`src/rtl/pwm4_pkg.sv`:
```
package pwm4_pkg;
  localparam int CNT_W  = 31;
  localparam int CMP_W  = 16;
  localparam int SCL_W  = 4;
  localparam int DATA_W = 32;
  localparam int ADDR_W = 8;

  localparam logic [ADDR_W-1:0] OFF_CFG  = 8'h00;
  localparam logic [ADDR_W-1:0] OFF_RAW  = 8'h08;
  localparam logic [ADDR_W-1:0] OFF_SCL  = 8'h10;
  localparam logic [ADDR_W-1:0] OFF_CMP0 = 8'h20;

  localparam int B_ZERO = 9;
  localparam int B_ALW  = 12;
  localparam int B_ONE  = 13;
  localparam int B_PEND = 28;

  // 16-bit window of the counter starting at bit "sc"
  function automatic logic [CMP_W-1:0] scaled_view(input logic [CNT_W-1:0] c,
                                                   input logic [SCL_W-1:0] sc);
    logic [CNT_W-1:0] sh;
    sh = c >> sc;
    return sh[CMP_W-1:0];
  endfunction

  // counter value that a scaled write loads
  function automatic logic [CNT_W-1:0] scaled_load(input logic [CMP_W-1:0] v,
                                                   input logic [SCL_W-1:0] sc);
    logic [CNT_W+CMP_W-1:0] w;
    w = {{CNT_W{1'b0}}, v} << sc;
    return w[CNT_W-1:0];
  endfunction
endpackage

```
`src/rtl/pwm4_counter.sv`:
```
module pwm4_counter
  import pwm4_pkg::*;
(
  input  logic              clk,
  input  logic              rst_n,
  input  logic              count_en,
  input  logic              ld_raw,
  input  logic              ld_scl,
  input  logic [DATA_W-1:0] wdata,
  input  logic [SCL_W-1:0]  scale,
  input  logic              zero_fire,
  output logic [CNT_W-1:0]  cnt,
  output logic              carry_out
);
  assign carry_out = count_en && (&cnt) && !ld_raw && !ld_scl && !zero_fire;

  always_ff @(posedge clk or negedge rst_n) begin
    if (!rst_n)         cnt <= '0;
    else if (ld_raw)    cnt <= wdata[CNT_W-1:0];
    else if (ld_scl)    cnt <= scaled_load(wdata[CMP_W-1:0], scale);
    else if (zero_fire) cnt <= '0;
    else if (count_en)  cnt <= cnt + 1'b1;
  end
endmodule

```
`src/rtl/pwm4_channel.sv`:
```
module pwm4_channel
  import pwm4_pkg::*;
(
  input  logic              clk,
  input  logic              rst_n,
  input  logic              cmp_wr,
  input  logic              cfg_wr,
  input  logic [DATA_W-1:0] wdata,
  input  logic              pend_wbit,
  input  logic [CMP_W-1:0]  scaled,
  output logic [CMP_W-1:0]  cmp,
  output logic              match,
  output logic              pend
);
  assign match = (scaled >= cmp);

  always_ff @(posedge clk or negedge rst_n) begin
    if (!rst_n) begin
      cmp  <= '0;
      pend <= 1'b0;
    end else begin
      if (cmp_wr) cmp <= wdata[CMP_W-1:0];
      if (cfg_wr) pend <= pend_wbit;
      else        pend <= pend | match;
    end
  end
endmodule

```
`src/rtl/pwm4_timer.sv`:
```
module pwm4_timer
  import pwm4_pkg::*;
#(
  parameter int NCHAN = 4
) (
  input  logic              clk,
  input  logic              rst_n,
  input  logic              bus_wr,
  input  logic              bus_rd,
  input  logic [ADDR_W-1:0] bus_addr,
  input  logic [DATA_W-1:0] bus_wdata,
  output logic [DATA_W-1:0] bus_rdata,
  output logic [NCHAN-1:0]  irq
);
  localparam int CFG_LO = B_PEND;

  logic [CFG_LO-1:0]      cfg_q;
  logic [CNT_W-1:0]       cnt;
  logic [CMP_W-1:0]       scaled;
  logic [NCHAN-1:0]       match, pend;
  logic [CMP_W-1:0]       cmp_val [NCHAN];
  logic                   count_en, zero_fire, carry_out;
  logic                   cfg_wr, raw_wr, scl_wr;
  logic [DATA_W-1:0]      rd_val;
  logic [SCL_W-1:0]       scale;

  assign scale     = cfg_q[SCL_W-1:0];
  assign count_en  = cfg_q[B_ALW] | cfg_q[B_ONE];
  assign zero_fire = cfg_q[B_ZERO] & match[0];
  assign scaled    = scaled_view(cnt, scale);
  assign cfg_wr    = bus_wr && (bus_addr == OFF_CFG);
  assign raw_wr    = bus_wr && (bus_addr == OFF_RAW);
  assign scl_wr    = bus_wr && (bus_addr == OFF_SCL);
  assign irq       = pend;

  pwm4_counter u_cnt (
    .clk(clk), .rst_n(rst_n), .count_en(count_en), .ld_raw(raw_wr),
    .ld_scl(scl_wr), .wdata(bus_wdata), .scale(scale),
    .zero_fire(zero_fire), .cnt(cnt), .carry_out(carry_out)
  );

  for (genvar i = 0; i < NCHAN; i++) begin : g_ch
    logic cmp_wr;
    assign cmp_wr = bus_wr && (bus_addr == OFF_CMP0 + ADDR_W'(4*i));
    pwm4_channel u_ch (
      .clk(clk), .rst_n(rst_n), .cmp_wr(cmp_wr), .cfg_wr(cfg_wr),
      .wdata(bus_wdata), .pend_wbit(bus_wdata[B_PEND+i]), .scaled(scaled),
      .cmp(cmp_val[i]), .match(match[i]), .pend(pend[i])
    );
  end

  always_ff @(posedge clk or negedge rst_n) begin
    if (!rst_n)                     cfg_q <= '0;
    else if (cfg_wr)                cfg_q <= bus_wdata[CFG_LO-1:0];
    else if (zero_fire | carry_out) cfg_q[B_ONE] <= 1'b0;
  end

  always_comb begin
    rd_val = '0;
    if (bus_addr == OFF_CFG) begin
      rd_val[CFG_LO-1:0]          = cfg_q;
      rd_val[B_PEND +: NCHAN]     = pend;
    end else if (bus_addr == OFF_RAW) begin
      rd_val[CNT_W-1:0] = cnt;
    end else if (bus_addr == OFF_SCL) begin
      rd_val[CMP_W-1:0] = scaled;
    end
    for (int i = 0; i < NCHAN; i++)
      if (bus_addr == OFF_CMP0 + ADDR_W'(4*i)) rd_val[CMP_W-1:0] = cmp_val[i];
  end

  always_ff @(posedge clk or negedge rst_n) begin
    if (!rst_n)      bus_rdata <= '0;
    else if (bus_rd) bus_rdata <= rd_val;
  end
endmodule

```
`config.mk`:
```
export PLATFORM = sky130hd
export DESIGN_NAME = pwm4_timer
export DESIGN_NICKNAME = d
export VERILOG_FILES = /design/src/rtl/pwm4_pkg.sv /design/src/rtl/pwm4_counter.sv /design/src/rtl/pwm4_channel.sv /design/src/rtl/pwm4_timer.sv
export SDC_FILE = /design/constraint.sdc
export NUM_CORES = 1
export LEC_CHECK = 0
export ABC_CLOCK_PERIOD_IN_PS = 3600
export BUFFER_PORTS_ARGS = -buffer_cell sky130_fd_sc_hd__buf_4
export CORE_MARGIN = 1.5
export CORE_UTILIZATION = 50
export CTS_CLUSTER_DIAMETER = 40
export CTS_CLUSTER_SIZE = 24
export DETAILED_ROUTE_END_ITERATION = 10
export PLACE_DENSITY = 0.74
export SYNTH_ARGS = -nofsm -noshare
export SYNTH_HDL_FRONTEND = slang
export SYNTH_SLANG_ARGS = --single-unit
```
`constraint.sdc`:
```
create_clock -name clk -period 3.6 [get_ports clk]
set_clock_uncertainty 0.15 [all_clocks]
set_input_delay 0.72 -clock clk [delete_from_list [all_inputs] [get_ports clk]]
set_output_delay 0.72 -clock clk [all_outputs]
set_load 0.1 [all_outputs]
```
==> results.cfg <==
[logic_synthesis]
yosysTopAreaCell = dfrtp_1
synth_simple_gate_area_share_pct = 15.5
synth_area_leaders = dfrtp_1, ha_1, mux2_2, mux4_2, nand2_1
synth_seq_cells = 159
synthAdderAreaFrac_pct = 6.93
synthesis.area_mm2 = 0.0117
yosysSeqAreaShare_pct = 33.9
synth_top_area_share_pct = 33.9
yosysUniqueCellTypes = 81
yosysMostFrequentCell = nand2_1
synth_common_cells = nand2_1, dfrtp_1, nor2_1
yosys_most_used_dff = dfrtp_1
synth_xor_area_share_pct = 0.597
synth_compound_area_share_pct = 18.9
synthMuxAreaShare_pct = 17.4
synthCells = 1278
avgSynthCellArea_um2 = 9.18
async_reset_ff_share_pct = 100
synth_nets = 1387
synth_edf_count = 0
synth_top_family_by_area = compound AO/OA/AOI/OAI gates
ys_warn_count = 0

[sta]
setup_tns_ps = -9190
period_share_pct = 111
fmax_mhz = 250
hold_viol_final = 0
rsz0062_at_grt = true
finalMaxSlewViolations = 0
setup_violations = 31
layout_setup_ws_ps = -394
max_slew.worst_pin.slew_ps = 1010
period_needed_ps = 3990
slew-limit-headroom_pct = 32.5

[clock_tree]
clock_latency_ps = 440
cts_tree = done
cts_max_level = 4
cts.sinks = 159
ctsHoldBuffers = 0
cts_made_buffers = 17
root_buffer = clkbuf_16
ctsLongestPathBuffers = 2
clk_pin_slew_ps = 70

[final_layout]
nets = 1538
diodes = 0
area_delta_synth_final_pct = 25.0
final_util_pct = 64.2
layout-drive-gt1-share_pct = 32.2

[placed_design]
port_buffers = 79
dp_hpwl_um = 29300
place_congestion = 0.954

[power_and_ir_drop]
p_total_mw = 5.69
ir_drop_v = 0.000290
p_leak_nw = 6.52
powerDensity_mw_per_mm2 = 388

[drt]
ant_nets = 0
wl_um = 40600
num_vias = 11400
drtIter0Drc = 1596
wl_per_cell_um = 23.1
drc = 0
viasPerCell = 6.50
first_pass_iters = 6

[hold_path]
hold_path.class = in2async

[status]
outcome = finished, violations left
violations = setup timing

[job]
maxCapViolCount = 0

[setup_path]
cp-end-kind = flop
r2r_slack_ps = -390
crit_type = reg2reg
crit_start = cfg_q[0]
critPathLaunchType = flop
r2r-end = u_cnt.cnt[18]
worstReg2RegStart = cfg_q[0]
required_ps = 3820
crit_fanout = 7
cp.arrival_ps = 4210
r2r_cells = 16

[grt]
grt_max_degree = 57
grt_pass1_wl_um = 61700
grt_pass1_vias = 10800
gr-usage-all-layers_pct = 33.3
grt_overflow_total = 0
antenna_found_initial = 0

[die]
die_w_um = 156
die_height_um = 156
ios = 80
rows = 55
die_area_mm2 = 0.0244
coreArea_mm2 = 0.0228
initial_core_util_pct = 51.4
what timing repair did:
item | 4_1_cts | 5_1_grt
endpoints found under the setup margin | 34 | 35
pin swaps | 15 | 37
gates resized for setup | 55 | 62
buffers inserted | 15 | 9
gates cloned | 3 | 1
area by class of cell:
type	instances	area (µm²)
Clock buffer	19	433
Fill cell	1831	8190
Multi-Input combinational cell	940	7460
Clock inverter	13	104
Timing Repair Buffer	238	2020
Tap cell	313	392
Inverter	73	274
Sequential cell	159	3980
layer usage:
metal,wire [µm],up-vias,global-route usage (%),part of all wire [%]
met1,16400,5549,46.3,40
met2,18700,753,53.1,46
met3,4260,110,4.78,10
met4,1330,0,11.9,3.3
met5,0,-,0,0
li1,-,4987,-,-
metrics by stage:
step	hold slack (ps)	cells	area (µm²)	worst slack, ps
final	78.2	1755	14700	-394
after global routing	116	1755	14700	-460
after CTS	105	1751	14300	-162
after detailed placement	312	1702	13400	-375
after global placement	305	1702	13400	-310
after floorplan	274	1278	11800	3.99
state kept, by name, summed over array words and instances (netlist names):
register / count
g_ch.u_ch.pend: 4
u_cnt.cnt: 31
bus_rdata: 32
g_ch.u_ch.cmp: 64
cfg_q: 28
worst max path at each step:
stage	slack [ps]	to
after floorplan	4	u_cnt.cnt[20]
after global routing	-460	u_cnt.cnt[18]
after CTS	-160	u_cnt.cnt[16]
final	-390	u_cnt.cnt[18]
after detailed placement	-370	u_cnt.cnt[9]
after global placement	-310	u_cnt.cnt[12]
placed cells by master (no fill, tap or decap), types with 17 or more instances in the layout:
cell type / n
inv_1: 70
ha_1: 60
buf_6: 18
mux2_2: 61
mux4_2: 33
clkbuf_16: 18
nand3_1: 28
a21oi_2: 17
nand2_1: 173
mux2i_1: 37
buf_4: 208
a21oi_1: 50
o21ai_0: 36
dfrtp_1: 157
a221oi_1: 26
nor2_1: 92
o21ai_1: 20
logic make-up after synthesis:
family          Yosys count
simple gates            397
compound gates          319
buf+inv                 179
flops                   159
mux                     151
fa+ha+maj                65
xor+xnor                  8
critical path, stage by stage (launching register included):
cell and delay [ps]:
dfrtp_2 430, buf_6 150, mux4_2 530, mux2_4 300
nor2_2 90, a31oi_1 70, ha_1 360, and4_4 240
and4b_1 220, a2111oi_4 340, buf_4 190, o21ai_4 70
a211oi_4 330, buf_6 200, buf_6 100, nand2_2 40
a21oi_2 130
where the power goes:
group          total, mW  switching [mW]  internal [mW]  leakage [nW]
Clock               1.72           0.821          0.896         0.253
Sequential          1.92          0.0601           1.86          2.14
Combinational       2.05            1.14          0.914          4.13
Total               5.69            2.02           3.67          6.52
Power figures use the tool's default switching activity.
